--- src/rtl/flc_pkg.sv ---
package flc_pkg;

   // Register data source, one code per half.
   typedef enum logic [1:0] {
      SRC_LOGIC = 2'b00,
      SRC_SUM   = 2'b01,
      SRC_CHAIN = 2'b10,
      SRC_CHNX  = 2'b11
   } reg_src_e;

   localparam int HALVES = 2;

   function automatic logic maj3(input logic x, input logic y, input logic z);
      return (x & y) | (x & z) | (y & z);
   endfunction

endpackage

--- src/rtl/flc_lut.sv ---
module flc_lut #(
   parameter int K = 6,
   localparam int N = 1 << K
) (
   input  logic [N-1:0] mask,
   input  logic [K-1:0] addr,
   output logic         f,
   output logic         op_a,
   output logic         op_b
);

   // Elaboration-time check on the table size.
   if (K < 3 || K > 8) begin : g_bad_k
      $error("flc_lut: K must lie in 3..8");
   end

   logic [K-2:0] sub;

   always_comb begin
      sub  = addr[K-2:0];
      f    = mask[addr];
      op_a = mask[{1'b0, sub}];
      op_b = mask[{1'b1, sub}];
   end

endmodule

--- src/rtl/flc_adder.sv ---
module flc_adder (
   input  logic a,
   input  logic b,
   input  logic ci,
   output logic s,
   output logic co
);
   import flc_pkg::*;

   always_comb begin
      s  = a ^ b ^ ci;
      co = maj3(a, b, ci);
   end

endmodule

--- src/rtl/flc_reg.sv ---
module flc_reg
   import flc_pkg::*;
(
   input  logic     clk,
   input  logic     rst_n,
   input  logic     en,
   input  logic     sclr,
   input  reg_src_e src,
   input  logic     d_logic,
   input  logic     d_sum,
   input  logic     d_chain,
   output logic     q
);

   logic d_sel;

   always_comb begin
      unique case (src)
         SRC_LOGIC: d_sel = d_logic;
         SRC_SUM:   d_sel = d_sum;
         default:   d_sel = d_chain;
      endcase
   end

   always_ff @(posedge clk or negedge rst_n) begin
      if (!rst_n)    q <= 1'b0;
      else if (sclr) q <= 1'b0;
      else if (en)   q <= d_sel;
   end

   // clear wins over enable
   a_r9_clear: assert property (@(posedge clk) disable iff (!rst_n)
      sclr |=> (q == 1'b0));

   // no enable, no clear -> value kept
   a_r10_hold: assert property (@(posedge clk) disable iff (!rst_n)
      (!en && !sclr) |=> $stable(q));

endmodule

--- src/rtl/flc_cell.sv ---
module flc_cell
   import flc_pkg::*;
#(
   parameter int LUT_K = 6,
   localparam int N        = 1 << LUT_K,
   localparam int SH_W     = LUT_K - 2,
   localparam int ARITH_LO = 2 * N,
   localparam int RSRC_LO  = ARITH_LO + 2,
   localparam int OREG_LO  = RSRC_LO + 4,
   localparam int FUSE_BIT = OREG_LO + 2,
   localparam int SHR_BIT  = FUSE_BIT + 1,
   localparam int CFG_W    = SHR_BIT + 1
) (
   input  logic             clk,
   input  logic             rst_n,
   input  logic [CFG_W-1:0] cfg,
   input  logic [SH_W-1:0]  din_s,
   input  logic [1:0]       din_e,
   input  logic [1:0]       din_f,
   input  logic             carry_in,
   output logic             carry_out,
   input  logic             share_in,
   output logic             share_out,
   input  logic             chain_in,
   output logic             chain_out,
   input  logic [1:0]       en,
   input  logic [1:0]       sclr,
   output logic [1:0]       y,
   output logic [1:0]       q
);

   if (LUT_K < 3 || LUT_K > 8) begin : g_bad_k
      $error("flc_cell: LUT_K must lie in 3..8");
   end

   logic             fuse_on;
   logic             share_on;
   logic [HALVES:0]  cy;          // carry ripple, cy[0] = carry_in
   logic [HALVES:0]  shc;         // share ripple, shc[0] = share_in
   logic [1:0]       lut_f, op_a, op_b, sum, lval, cval;

   assign fuse_on  = cfg[FUSE_BIT];
   assign share_on = cfg[SHR_BIT];
   assign cy[0]    = carry_in;
   assign shc[0]   = share_in;

   for (genvar h = 0; h < HALVES; h++) begin : g_half
      logic [N-1:0]    tbl;
      logic [LUT_K-1:0] addr;
      logic            b_in;
      logic            chain_d;
      reg_src_e        src;

      assign tbl  = cfg[h*N +: N];
      assign addr = {din_f[h], din_e[h], din_s};
      assign src  = reg_src_e'(cfg[RSRC_LO + 2*h +: 2]);

      flc_lut #(.K(LUT_K)) u_lut (
         .mask(tbl), .addr(addr), .f(lut_f[h]), .op_a(op_a[h]), .op_b(op_b[h])
      );

      // Share chain: operand B is taken from the chain instead of the table.
      assign b_in     = share_on ? shc[h] : op_b[h];
      assign shc[h+1] = op_b[h];

      flc_adder u_add (
         .a(op_a[h]), .b(b_in), .ci(cy[h]), .s(sum[h]), .co(cy[h+1])
      );

      // Logic value: half 0 may be fused into a 7-input selection.
      if (h == 0) begin : g_fuse
         logic [LUT_K-1:0] addr_alt;
         logic [N-1:0]     tbl_alt;
         logic             alt_f;
         assign tbl_alt  = cfg[N +: N];
         assign addr_alt = {din_e[1], din_e[0], din_s};
         assign alt_f    = tbl_alt[addr_alt];
         assign lval[h]  = (fuse_on && din_f[1]) ? alt_f : lut_f[h];
      end else begin : g_plain
         assign lval[h] = lut_f[h];
      end

      assign cval[h] = cfg[ARITH_LO + h] ? sum[h] : lval[h];

      if (h == 0) begin : g_chain_head
         assign chain_d = chain_in;
      end else begin : g_chain_link
         assign chain_d = q[h-1];
      end

      flc_reg u_reg (
         .clk(clk), .rst_n(rst_n), .en(en[h]), .sclr(sclr[h]), .src(src),
         .d_logic(lval[h]), .d_sum(sum[h]), .d_chain(chain_d), .q(q[h])
      );

      assign y[h] = cfg[OREG_LO + h] ? q[h] : cval[h];
   end

   assign carry_out = cy[HALVES];
   assign share_out = share_on ? shc[HALVES] : 1'b0;
   assign chain_out = q[HALVES-1];

   // two-stage shift through the register chain
   a_r8_chain_head: assert property (@(posedge clk) disable iff (!rst_n)
      (cfg[RSRC_LO+1] && en[0] && !sclr[0]) |=> (q[0] == $past(chain_in)));

   a_r8_chain_tail: assert property (@(posedge clk) disable iff (!rst_n)
      (cfg[RSRC_LO+3] && en[1] && !sclr[1]) |=> (chain_out == $past(q[0])));

   // registers sit at zero while reset is held
   a_r1_reset_zero: assert property (@(posedge clk)
      (!rst_n && !$isunknown(q)) |-> (q == 2'b00));

endmodule

--- config.mk ---
export PLATFORM = sky130hd
export DESIGN_NAME = flc_cell
export DESIGN_NICKNAME = d
export VERILOG_FILES = /design/src/rtl/flc_pkg.sv /design/src/rtl/flc_lut.sv /design/src/rtl/flc_adder.sv /design/src/rtl/flc_reg.sv /design/src/rtl/flc_cell.sv
export SDC_FILE = /design/constraint.sdc
export NUM_CORES = 1
export LEC_CHECK = 0
export ABC_AREA = 1
export BUFFER_PORTS_ARGS = -buffer_cell sky130_fd_sc_hd__buf_2
export CORE_MARGIN = 1
export CORE_UTILIZATION = 34
export DETAILED_ROUTE_END_ITERATION = 8
export PLACE_DENSITY = 0.87
export SYNTH_ARGS = -nofsm -noshare
export SYNTH_HDL_FRONTEND = slang
export SYNTH_SLANG_ARGS = --single-unit
--- constraint.sdc ---
create_clock -name clk -period 3.65 [get_ports clk]
set_clock_uncertainty 0.15 [all_clocks]
set_input_delay 0.73 -clock clk [delete_from_list [all_inputs] [get_ports clk]]
set_output_delay 0.73 -clock clk [all_outputs]
set_load 0.01 [all_outputs]
==> impl_results.md <==
- Status: finished with violations
- Failing checks: setup timing
- Via count: 3046
- Finish-stage setup viols: 1
- Power Dens Cells: 163 mW/mm^2
- Max reg flops: 2
- Placement Cell Area: 0.00274 sq mm
- TNS Setup: -0.167 ns
- Syn Area/Cell: 4.67 sq um
- Total Routing Usage GR: 27.6%
- Worst IR Drop VDD: 97.1 uV
- Top flop regs: g_half.u_reg.q x2
- Syn Nets: 519
- H-tree depth: 1
- Relative slew slack: 83.6%
- Worst Hold Class: in -> async
- Via density: 4.99
- Reg2reg setup slack: 2.73 ns
- Diodes inserted: 0
- Register bit total from synthesis: 2
- Placed insts: 591
- DRC: 0
- Critical Path End Type: output pin
- Setup ws final: -0.167 ns
- Final hold vios: 0
- Number of buffers created by CTS: 3
- Max Buffers Root-to-Sink: 2
- Largest net degree at the start of global routing: 31
- Yosys top cell by area: nand2_1
- Die H: 72.5 microns
- Period utilization: 105%
- # hold bufs at CTS: 0
- Leakage: 0.00188 uW
- Max-cap violation count: 0
- Antenna-violating nets left: 0
- Post-synthesis instance total: 362
- Clk_lat worst skew: 0.22 ns
- Area growth, synth to finish: 91.6%
- Full die area: 0.00526 sq mm
- Register-to-Register Path Depth: 2
- Nets: 702
- Data arrival, critical path: 2.94 ns
- Count of pins over their slew limit: 0
- Largest Register: g_half.u_reg.q
- Seq/Total Area, Yosys: 2.96%
- CTS tree: yes
- Share of cells above drive strength 1: 47.0%
- Post-Layout Cell Count: 610
- Least-Margin Pin Slew: 0.245 ns
- Synth unique cells: 23
- Cell area after synthesis: 0.00169 sq mm
- Crit path required time: 2.77 ns
- GP Congestion: 0.853
- Initial Utilization: 35.6%
- Critical setup path kind: in -> out
- Clock transition at the registers of the reported paths: 0.03 ns
- Vias in the first global route: 2814
- Core area: 0.00475 sq mm
- Synth top area share: 32.6%
- Area contributors post-synth: nand2_1 (33%), nand3_1 (28%), inv_1 (6.2%)
- Post-DP HPWL: 5720 microns
- DRT iter0 DRCs: 145
- TritonRoute pass-1 iters: 4
- GRT overflow: 0
- Design Power: 528 uW
- Final core utilization: 68.2%
- I/O Pins: 162
- RSZ-0062 raised after global routing: yes
- Die width: 72.5 microns
- Port bufs: 161
- Rows: 25
- Final cell area excluding filler cells: 0.00324 sq mm
- Largest fanout on the critical path: 6
- First-pass GRT wire length: 11600 microns
- Drt wl/cell: 12.8 microns
- Clock period minus worst slack: 3.82 ns
- Commonest non-fill, non-tap cells in the layout: buf_2 (160), nand2_1 (126), nand3_1 (78)
- Critical Path Start Type: input port
- Fmax: 262 MHz
- Commonest non-fill, non-tap cell in the layout: buf_2
- Warnings from Yosys: 0
- Clk sink count: 2
- Initial antenna violation count: 0
- Routed WL: 7820 microns
- Root buffer cell: clkbuf_8
==> Yosys cell counts, drive strengths merged <==
| library cell | count |
|---|---|
| fa | 2 |
| o21ai | 16 |
| a21o | 1 |
| a31oi | 1 |
| dfrtp | 2 |
| nand2 | 147 |
| a21oi | 6 |
| inv | 29 |
| nor2 | 25 |
| nand3 | 96 |
| clkbuf | 1 |
| buf | 26 |
| a21boi | 2 |
| o21bai | 1 |
| nand3b | 2 |
| or3b | 1 |
| o211ai | 4 |
==> critical path: stages <==
cell	delay (ns)
buf_12	0.13
inv_12	0.08
buf_12	0.12
buf_16	0.12
nand2_2	0.06
nand3_2	0.06
nand3_2	0.07
nand2_2	0.09
nand2_2	0.07
nand3_4	0.08
nand2_4	0.06
fa_2	0.36
fa_1	0.47
a21oi_1	0.15
o21ai_1	0.08
nand2_1	0.06
buf_2	0.12
==> per-stage QoR <==
| stage | hold slack, ns | worst slack [ns] |
|---|---|---|
| 2_1_floorplan | 0.284 | 0.00564 |
| 3_3_place_gp | 0.364 | -0.181 |
| 3_5_place_dp | 0.369 | -0.245 |
| 4_1_cts | 0.137 | -0.196 |
| 5_1_grt | 0.139 | -0.270 |
| 6_report | 0.137 | -0.167 |
==> final cells by class <==
| type | instances | area [sq um] |
|---|---|---|
| clock buffer | 3 | 41.3 |
| fill | 431 | 1510 |
| inverter | 29 | 125 |
| multi-input combinational | 304 | 1550 |
| sequential | 2 | 50.0 |
| tap | 67 | 83.8 |
| timing repair buffer | 205 | 1390 |
==> report_power, final <==
| group | internal, uW | total (uW) | switching [uW] |
|---|---|---|---|
| combinational | 213 | 410 | 198 |
| sequential | 24.2 | 26.0 | 1.82 |
| clock | 70.1 | 91.3 | 21.2 |
==> logic make-up after synthesis <==
family | count (synthesis) | share of synthesized area [%]
and+or+nand+nor | 271 | 68.3
buffers and inverters | 56 | 16.0
AOI/OAI and AO/OA | 31 | 10.4
adders and majority gates | 2 | 2.37
DFF | 2 | 2.96
==> routing by layer <==
metal	share of wire [%]	track usage [%]	vias to the layer above	wire, microns
met5	0	0	-	0
met4	1.3	8.93	0	104
met3	6.9	3.47	12	543
li1	-	-	1535	-
met1	39	30.1	1347	3050
met2	53	54.2	152	4120
==> path summary, 6_finish.rpt <==
path / startpoint / end
setup reg to reg: g_half[0].u_reg.q$_DFFE_PN0P_ / g_half[1].u_reg.q$_DFFE_PN0P_
max in group asynchronous: rst_n / g_half[0].u_reg.q$_DFFE_PN0P_
hold reg to reg: g_half[1].u_reg.q$_DFFE_PN0P_ / g_half[1].u_reg.q$_DFFE_PN0P_
setup / recovery: din_s[0] / y[1]
hold / removal: rst_n / g_half[1].u_reg.q$_DFFE_PN0P_
min in group clk: g_half[1].u_reg.q$_DFFE_PN0P_ / g_half[1].u_reg.q$_DFFE_PN0P_
==> timing repair <==
item | in CTS | in global routing
pin swaps | 20 | 23
cloned | 3 | 2
setup endpoints to repair | 1 | 3
buffers inserted | 11 | 6
gates resized for setup | 27 | 39
Note: power is estimated with default switching activity, not from simulation.
